<file path="src/rtl/rs_pkg.sv">
package rs_pkg;

    typedef enum logic [1:0] {
        ST_IDLE    = 2'd0,
        ST_SETTLE  = 2'd1,
        ST_ACTIVE  = 2'd2,
        ST_DRAINED = 2'd3
    } rs_state_e;

    localparam logic [4:0] FN_ADDR_RD = 5'd0;
    localparam logic [4:0] FN_SEQ_RD  = 5'd2;
    localparam logic [4:0] FN_CFG_WR  = 5'd16;

endpackage

</file>
<file path="src/rtl/rs_cmd_reg.sv">
module rs_cmd_reg #(
    parameter int ADDR_W = 5
) (
    input  logic                  clk,
    input  logic                  rst_n,
    input  logic                  wr_en,
    input  logic [2*ADDR_W+4:0]   wr_data,
    output logic [ADDR_W-1:0]     eff_fa,
    output logic [ADDR_W-1:0]     eff_rn,
    output logic                  ld_req,
    output logic                  rd_req,
    output logic                  test_en,
    output logic                  bus_dis,
    output logic                  clr_pulse
);
    localparam int B_TEST = 2*ADDR_W;
    localparam int B_LOAD = 2*ADDR_W + 1;
    localparam int B_CLR  = 2*ADDR_W + 2;
    localparam int B_RDEN = 2*ADDR_W + 3;
    localparam int B_BDIS = 2*ADDR_W + 4;

    logic [ADDR_W-1:0] fa_q;
    logic [ADDR_W-1:0] rn_q;

    always_ff @(posedge clk) begin
        if (!rst_n) begin
            fa_q      <= '0;
            rn_q      <= '1;
            test_en   <= 1'b0;
            bus_dis   <= 1'b0;
            clr_pulse <= 1'b0;
        end else begin
            clr_pulse <= wr_en & wr_data[B_CLR];
            if (wr_en) begin
                fa_q    <= wr_data[ADDR_W-1:0];
                rn_q    <= wr_data[2*ADDR_W-1:ADDR_W];
                test_en <= wr_data[B_TEST];
                bus_dis <= wr_data[B_BDIS];
            end
        end
    end

    // Values in effect this cycle, including a write sampled now
    assign eff_fa = wr_en ? wr_data[ADDR_W-1:0]        : fa_q;
    assign eff_rn = wr_en ? wr_data[2*ADDR_W-1:ADDR_W] : rn_q;
    assign ld_req = wr_en & wr_data[B_LOAD];
    assign rd_req = wr_en & wr_data[B_RDEN];

endmodule

</file>
<file path="src/rtl/rs_settle_timer.sv">
module rs_settle_timer #(
    parameter int SETTLE_CYCLES = 80
) (
    input  logic clk,
    input  logic rst_n,
    input  logic start,
    input  logic run,
    output logic done
);
    localparam int CNT_W = $clog2(SETTLE_CYCLES + 1);
    localparam logic [CNT_W-1:0] LAST = CNT_W'(SETTLE_CYCLES - 1);

    logic [CNT_W-1:0] cnt_q;

    always_ff @(posedge clk) begin
        if (!rst_n)
            cnt_q <= '0;
        else if (start)
            cnt_q <= '0;
        else if (run && !done)
            cnt_q <= cnt_q + 1'b1;
    end

    assign done = run && (cnt_q == LAST);

endmodule

</file>
<file path="src/rtl/rs_window.sv">
module rs_window #(
    parameter int ADDR_W = 5
) (
    input  logic              clk,
    input  logic              rst_n,
    input  logic              load,
    input  logic [ADDR_W-1:0] load_ptr,
    input  logic [ADDR_W-1:0] load_rn,
    input  logic              step,
    output logic [ADDR_W-1:0] ptr,
    output logic              last
);
    localparam int CNT_W = ADDR_W + 1;

    logic [CNT_W-1:0] remain_q;

    always_ff @(posedge clk) begin
        if (!rst_n) begin
            ptr      <= '0;
            remain_q <= '0;
        end else if (load) begin
            ptr      <= load_ptr;
            remain_q <= {1'b0, load_rn} + 1'b1;
        end else if (step) begin
            ptr      <= ptr + 1'b1;   // natural wrap modulo 2**ADDR_W
            remain_q <= remain_q - 1'b1;
        end
    end

    assign last = (remain_q == CNT_W'(1));

endmodule

</file>
<file path="src/rtl/readout_seq.sv">
module readout_seq
    import rs_pkg::*;
#(
    parameter int ADDR_W        = 5,
    parameter int DATA_W        = 24,
    parameter int SETTLE_CYCLES = 80
) (
    input  logic                clk,
    input  logic                rst_n,
    input  logic                cmd_valid,
    input  logic [4:0]          cmd_func,
    input  logic [2*ADDR_W+4:0] cmd_wdata,
    input  logic                load_pulse,
    input  logic                latch_dis,
    output logic [ADDR_W-1:0]   buf_addr,
    input  logic [DATA_W-1:0]   buf_rdata,
    output logic                rsp_valid,
    output logic                rsp_x,
    output logic                rsp_q,
    output logic [DATA_W-1:0]   rsp_data,
    output logic                test_en,
    output logic                bus_dis,
    output logic                clr_pulse
);
    rs_state_e st_q, st_d;

    logic              is_wr, is_seq, is_addr;
    logic              ld_req, rd_req, load_evt, arm;
    logic [ADDR_W-1:0] eff_fa, eff_rn;
    logic              settle_done, win_last;
    logic              loaded_q;
    logic              seq_ok, addr_ok, step;

    assign is_wr   = cmd_valid && (cmd_func == FN_CFG_WR);
    assign is_seq  = cmd_valid && (cmd_func == FN_SEQ_RD);
    assign is_addr = cmd_valid && (cmd_func == FN_ADDR_RD);

    rs_cmd_reg #(.ADDR_W(ADDR_W)) u_cmd (
        .clk       (clk),
        .rst_n     (rst_n),
        .wr_en     (is_wr),
        .wr_data   (cmd_wdata),
        .eff_fa    (eff_fa),
        .eff_rn    (eff_rn),
        .ld_req    (ld_req),
        .rd_req    (rd_req),
        .test_en   (test_en),
        .bus_dis   (bus_dis),
        .clr_pulse (clr_pulse)
    );

    assign load_evt = (ld_req || load_pulse) && !latch_dis;
    assign arm      = load_evt || rd_req;

    rs_settle_timer #(.SETTLE_CYCLES(SETTLE_CYCLES)) u_timer (
        .clk   (clk),
        .rst_n (rst_n),
        .start (arm),
        .run   (st_q == ST_SETTLE),
        .done  (settle_done)
    );

    // Read grants
    assign seq_ok  = is_seq && loaded_q && (st_q == ST_ACTIVE);
    assign addr_ok = is_addr && (latch_dis
                     ? ((st_q == ST_ACTIVE) || (st_q == ST_DRAINED))
                     : (loaded_q && (st_q == ST_ACTIVE)));
    assign step    = seq_ok && !arm;

    rs_window #(.ADDR_W(ADDR_W)) u_win (
        .clk      (clk),
        .rst_n    (rst_n),
        .load     (arm),
        .load_ptr (eff_fa),
        .load_rn  (eff_rn),
        .step     (step),
        .ptr      (buf_addr),
        .last     (win_last)
    );

    // State register
    always_ff @(posedge clk) begin
        if (!rst_n) begin
            st_q     <= ST_IDLE;
            loaded_q <= 1'b0;
        end else begin
            st_q <= st_d;
            if (arm)
                loaded_q <= load_evt;
        end
    end

    // Transitions
    always_comb begin
        st_d = st_q;
        if (arm) begin
            st_d = ST_SETTLE;
        end else begin
            unique case (st_q)
                ST_IDLE:    st_d = ST_IDLE;
                ST_SETTLE:  if (settle_done)       st_d = ST_ACTIVE;
                ST_ACTIVE:  if (step && win_last)  st_d = ST_DRAINED;
                ST_DRAINED: st_d = ST_DRAINED;
                default:    st_d = ST_IDLE;
            endcase
        end
    end

    // Response outputs
    always_ff @(posedge clk) begin
        if (!rst_n) begin
            rsp_valid <= 1'b0;
            rsp_x     <= 1'b0;
            rsp_q     <= 1'b0;
            rsp_data  <= '0;
        end else begin
            rsp_valid <= cmd_valid;
            rsp_x     <= is_wr || is_seq || is_addr;
            rsp_q     <= is_wr || seq_ok || addr_ok;
            rsp_data  <= (seq_ok || addr_ok) ? buf_rdata : '0;
        end
    end

endmodule

</file>
<file path="config.mk">
export PLATFORM = sky130hd
export DESIGN_NAME = readout_seq
export DESIGN_NICKNAME = d
export VERILOG_FILES = /design/src/rtl/rs_pkg.sv /design/src/rtl/rs_cmd_reg.sv /design/src/rtl/rs_settle_timer.sv /design/src/rtl/rs_window.sv /design/src/rtl/readout_seq.sv
export SDC_FILE = /design/constraint.sdc
export NUM_CORES = 1
export LEC_CHECK = 0
export BUFFER_PORTS_ARGS = -buffer_cell sky130_fd_sc_hd__buf_4
export CORE_UTILIZATION = 45
export CTS_CLUSTER_DIAMETER = 80
export DETAILED_ROUTE_END_ITERATION = 10
export PLACE_DENSITY = 0.83
export SYNTH_ARGS = -nofsm -noshare
export SYNTH_HDL_FRONTEND = slang
export SYNTH_SLANG_ARGS = --single-unit
</file>
<file path="constraint.sdc">
create_clock -name clk -period 2.1 [get_ports clk]
set_input_delay 0.21 -clock clk [delete_from_list [all_inputs] [get_ports clk]]
set_output_delay 0.21 -clock clk [all_outputs]
set_load 0.02 [all_outputs]
</file>
==> results by group, run 1 <==
Drt
  • DR vias/cell: 5.27
  • Top routing layer in use: met4
  • DRT Wirelength: 6.14 mm
  • Post-route ant nets: 0
  • Wire per inst: 13.9 um
  • Initial DRC Count: 211
  • WL met2: 3.02 mm
  • WL met3: 503 um
  • Pre-Repair DR Iteration Count: 4
  • Via count: 2323
  • DRC viols: 0
  • Metal-1 WL: 2.48 mm

Floorplan
  • Die area: 6170 um^2
  • Row count: 27
  • IO Pins: 84
  • Core ar.: 5570 um^2
  • Die H: 78.6 um
  • Initial core utilization: 0.473
  • Die X: 78.6 um

Timing
  • Min Tclk post-route: 1650 ps
  • Slew margin rel.: 0.583
  • # setup viols final: 0
  • Final Hold Vio Count: 0
  • Slew Viols, Final: 0
  • Final TNS setup: 0 ps
  • Clock skew: 9.62 ps
  • Max Clk Rate: 607 MHz
  • Worst hold margin: 79.7 ps
  • Actual slew at the worst max-slew pin: 625 ps
  • Final cycle utilization of the critical path: 0.785
  • RSZ-0062 raised after global routing: no

Pwr
  • Max VDD drop: 542 uV
  • Net Sw Power: 0.569 mW
  • Power per cell area: 741 nW/um^2
  • Sequential power share: 0.445
  • Pint: 2.10 mW
  • Switch share: 0.213
  • Static leakage: 1.61 nW
  • Comb pwr share: 0.079
  • Clock group share of total power: 0.476

Synthesis
  • #FFs+latches synth: 61
  • Syn Std Cell Area: 2640 um^2
  • Mapped Avg Cell Area: 9.67 um^2
  • Unique masters post-synth: 47
  • Synth warn: 0
  • Post-synth ARST share: 0
  • Ys flop type: dfxtp_1
  • Mapped Nets: 327
  • Number of synthesized flops with an enable pin: 0
  • Cells after synthesis: 273
  • Sequential share of the synthesized area: 0.463

Global routing
  • Total grt overflow: 0
  • Global-route wire length before repair: 9.93 mm
  • Largest net degree at the start of global routing: 26
  • Overall routing resource usage: 0.210
  • Vias in the first global route: 2287
  • Initial antenna violation count: 0

Critical path
  • Worst path buffer plus inverter count: 1
  • CP max stage delay: 310 ps
  • Critical Path Start Type: input pin
  • Slowest-stage cell, CP: nor4b_4
  • Critical path data required time: 2350 ps
  • CP arrival: 1900 ps
  • Crit Path Max Fanout: 6
  • CP Capture Type: register
  • Cell family with most CP delay: simple AND/OR/NAND/NOR gates
  • Crit path cell chain: buf_4, nor4b_4, nand2_2, mux2_2, ha_1, nand2b_1, a211oi_1, nor2_1, o22ai_1
  • Type of the worst setup path: input pin to register

Hold path
  • Worst hold path class: input pin to register

CTS
  • H-Tree Depth: 3
  • # resized after CTS: 0
  • CTS Hold Bufs: 0
  • Root Driver: clkbuf_8
  • CTS sink count: 61
  • Clk slew on worst S/H paths: 70 ps
  • Num CTS Buffers: 9
  • Clk_lat worst skew: 330 ps
  • Clock buffer depth: 2
  • CTS tree: yes
  • Setup Buffers After CTS: 0

Layout
  • Most frequent cells in the layout: buf_4 (93), dfxtp_1 (61), and2_1 (26)
  • Fraction of layout cells with a size suffix above 1: 0.328
  • Most common cell after layout, fill and taps aside: buf_4
  • Syn-to-layout area delta: 36.7%
  • Fin util: 0.647
  • Fin nets: 418
  • Antenna diodes: 0

Placement
  • Dpl hpwl: 4.51 mm
  • IO buf count: 83
  • Final GP Congestion: 0.923

Run status
  • Status: finished clean

Flow run
  • Maxcap violations: 0
## kinds of logic after synthesis
| group | count (synthesis) | share of synthesized area |
|---|---|---|
| adders and majority gates | 5 | 0.0237 |
| buffers and inverters | 22 | 0.0384 |
| DFF | 61 | 0.463 |
| xor gates and xnor gates | 18 | 0.0597 |
| and+or+nand+nor | 121 | 0.277 |
| AOI/OAI and AO/OA | 39 | 0.111 |
| muxes | 7 | 0.0275 |
## layout make-up
type                            instances  area (um^2)
Clock buffer                           10          138
Clock inverter                          6          110
Fill cell                             469         1970
Inverter                                9         33.8
Multi-Input combinational cell        190         1320
Sequential cell                        61         1220
Tap cell                               72         90.1
Timing Repair Buffer                   93          698
## sequential cells by signal (all words and copies together), names as in the netlist, 2 cells and up
name            count
rsp_data           24
u_timer.cnt_q       7
u_win.remain_q      6
u_cmd.fa_q          5
u_cmd.rn_q          5
u_win.ptr           5
st_q                2
## per-layer routing
layer,track usage,vias up
li1,-,1133
met3,0.0616,14
met2,0.356,98
met1,0.231,1078
met4,0.122,0
met5,0,-
## stage by stage
step / setup WS, ps / instances / area (um^2) / power, mW
global placement: 169 / 425 / 3360 / 1.42
CTS: 451 / 441 / 3610 / 2.70
finish: 451 / 441 / 3610 / 2.67
detailed placement: 98.4 / 425 / 3360 / 1.42
global route: 246 / 441 / 3610 / 2.77
floorplan: 76.9 / 273 / 2640 / 1.31
## synth_stat cells, drive strengths merged (2+ instances only)
| cell type | n | area, um^2 |
|---|---|---|
| and2 | 26 | 163 |
| buf | 5 | 37.5 |
| a31oi | 2 | 12.5 |
| nand2b | 6 | 37.5 |
| o21ai | 2 | 10.0 |
| ha | 5 | 62.6 |
| dfxtp | 61 | 1220 |
| xor2 | 7 | 61.3 |
| and3 | 8 | 50.1 |
| nor2b | 3 | 18.8 |
| a21o | 2 | 15.0 |
| nand4 | 7 | 43.8 |
| nand2 | 24 | 92.6 |
| and3b | 2 | 17.5 |
| xnor2 | 11 | 96.3 |
| a211oi | 8 | 65.1 |
| clkbuf | 8 | 30.0 |
| inv | 9 | 33.8 |
| o22ai | 5 | 31.3 |
| nor3b | 3 | 22.5 |
| nor4b | 2 | 32.5 |
| a21oi | 9 | 45.0 |
| mux2i | 5 | 50.1 |
| nor4 | 4 | 55.1 |
| mux2 | 2 | 22.5 |
| nor2 | 12 | 45.0 |
| nand3 | 16 | 85.1 |
| nor3 | 4 | 36.3 |
| a221oi | 5 | 43.8 |
## power by group through the flow
stage	combinational, mW	clock [mW]	sequential, mW
after floorplan	0.0928	0	1.22
after detailed placement	0.209	0	1.22
after global placement	0.205	0	1.21
final	0.211	1.27	1.19
after CTS	0.211	1.30	1.19
after global routing	0.228	1.35	1.19
## worst reg2reg max path, cell delays in order (launching register included)
cell	delay, ps
dfxtp_1	390
or2b_1	380
nor3_4	310
mux2_2	380
o22ai_1	100
## final timing paths
path,from,end,slack [ps],depth (start not counted)
worst max-delay path,cmd_func[0],u_win.remain_q[2],450,9
worst min-delay path,buf_rdata[12],rsp_data[12],80,2
worst max register to register,st_q[1],u_win.remain_q[1],470,4
worst min register to register,u_cmd.bus_dis,u_cmd.bus_dis,470,2
Note: power is estimated with default switching activity, not from simulation.
==> run 2: changes to the inputs <==
Settings changed: CORE_UTILIZATION 45 to 50, PLACE_DENSITY 0.83 to 0.87.
Clock period 2.1 ns to 1.53 ns, I/O delays scaled along.
==> run 2 against run 1 <==
  * The flow now finishes with violations (setup timing)
  * First-iteration DRC count up 13%
  * Clock power up 13%
  * Register-to-register slack worse by 430 ps
  * Power up 28%
  * Count of clock-buffer cells in the layout up 2
  * Highest routed layer unchanged
  * Worst hold slack worse by 78 ps
  * Worst setup slack worse by 470 ps
  * Global-route usage up 7.4 points
==> results by group, run 2 (synthesis results as in run 1) <==
Run status
  • Status: complete, but fails checks
  • Failing checks: setup timing

Floorplan
  • Die area: 5570 um^2
  • IO Pins: 84
  • Row count: 26
  • Die H: 74.6 um
  • Initial core utilization: 0.517
  • Die X: 74.6 um
  • Core ar.: 5110 um^2

Layout
  • Most frequent cells in the layout: buf_4 (107), dfxtp_1 (61), and2_1 (26)
  • Largest Register: rsp_data
  • Design Area, Final: 3840 um^2
  • Biggest regs: rsp_data (24), u_timer.cnt_q (7), u_win.remain_q (6)
  • Fin nets: 442
  • Fraction of layout cells with a size suffix above 1: 0.374
  • Max reg flops: 24
  • Antenna diodes: 0
  • Layout filler cell count: 322
  • Syn-to-layout area delta: 45.4%
  • Most common cell after layout, fill and taps aside: buf_4

Placement
  • Placed Area: 3550 um^2
  • Dpl hpwl: 5.05 mm
  • Final GP Congestion: 0.889
  • IO buf count: 83

Critical path
  • Crit path cell chain: buf_8, nor4b_4, nand2_2, mux2_4, ha_4, nand2b_4, a211oi_2, nor2_1, o22ai_1
  • CP max stage delay: 340 ps
  • CP arrival: 1810 ps
  • Type of the worst setup path: input pin to register
  • Crit Path Max Fanout: 6
  • R2r startpoint: st_q[0]
  • Critical Path Start Type: input pin
  • Critical path data required time: 1800 ps
  • Slowest-stage cell, CP: nor4b_4
  • CP Capture Type: register
  • Crit path from: cmd_func[2]

Drt
  • Post-route ant nets: 0
  • WL met3: 646 um
  • Wire per inst: 18.0 um
  • DRC viols: 0
  • Top routing layer in use: met4
  • WL met2: 4.32 mm
  • DR vias/cell: 5.70
  • Pre-Repair DR Iteration Count: 6
  • Via count: 2637
  • Metal-1 WL: 3.04 mm
  • Initial DRC Count: 238
  • DRT Wirelength: 8.35 mm

Global routing
  • Vias in the first global route: 2540
  • Largest net degree at the start of global routing: 26
  • Total grt overflow: 0
  • Overall routing resource usage: 0.284
  • Global-route wire length before repair: 11.5 mm
  • Initial antenna violation count: 0

Pwr
  • Static leakage: 1.73 nW
  • Power per cell area: 893 nW/um^2
  • Pwr Total: 3.43 mW
  • Max VDD drop: 1000 uV

Timing
  • RSZ-0062 raised after global routing: yes
  • Final Hold Vio Count: 0
  • Final TNS setup: -18.3 ps
  • Slew Viols, Final: 0
  • Setup WS post-layout: -18.3 ps
  • Slew margin rel.: 0.750
  • Clock skew: 15.1 ps
  • # setup viols final: 1
  • Min Tclk post-route: 1550 ps
  • Max Clk Rate: 646 MHz
  • Final cycle utilization of the critical path: 1.01
  • Actual slew at the worst max-slew pin: 376 ps
  • Worst hold margin: 1.78 ps

CTS
  • CTS sink count: 61
  • Clock buffer depth: 2
  • Root Driver: clkbuf_8
  • CTS tree: yes
  • Clk_lat worst skew: 350 ps
  • Num CTS Buffers: 9
  • Clk slew on worst S/H paths: 80 ps
  • H-Tree Depth: 3

Flow run
  • Maxcap violations: 0

Hold path
  • Hold_sp: buf_rdata[22]
  • Worst hold path class: input pin to register
-- run 2: power breakdown --
group	total [mW]	switching, mW	internal, mW
clock network	1.44	0.645	0.792
logic	0.353	0.163	0.190
registers	1.63	0.0239	1.61
total	3.43	0.833	2.59
-- run 2: final timing paths --
path	endpoint	slack, ps	cells after the start
max	u_win.remain_q[2]	-20	9
max reg2reg	u_win.ptr[1]	40	5
min	rsp_data[22]	2	2
min reg2reg	u_cmd.fa_q[3]	460	2
-- run 2: critical path: cells and delay by family --
family,cells,cell delay (ps)
compound gates,2,350
buf+inv,1,100
fa+ha+maj,1,180
mux,1,340
simple gates,4,690
-- run 2: layout make-up --
class	count	area (um^2)	share of cell area
clock buffer	12	145	0.0378
tap	70	87.6	0.0228
sequential	61	1220	0.318
inverter	9	33.8	0.00880
timing repair buffer	117	940	0.245
clock inverter	4	47.5	0.0124
multi-input combinational	190	1360	0.355
-- run 2: metal layers --
metal / GRT usage / vias up
met1: 0.294 / 1262
met4: 0.153 / 0
met5: 0 / -
met3: 0.102 / 39
met2: 0.501 / 154
li1: - / 1182
-- run 2: through the flow --
step / util / worst slack (ps) / cells
final: 0.751 / -18.3 / 463
after global routing: 0.751 / -67.4 / 463
after CTS: 0.744 / 6.21 / 461
after detailed placement: 0.695 / -343 / 440
after global placement: 0.695 / -299 / 440
after floorplan: - / -360 / 273
-- run 2: what timing repair did --
| action | 4_1_cts | 5_1_grt |
|---|---|---|
| setup buffers | 0 | 2 |
| setup endpoints to repair | 2 | 10 |
| pin swaps | 2 | 10 |
| hold buffers | 5 | 0 |
| endpoints found under the hold margin | 5 | 0 |
| gates resized for setup | 1 | 8 |
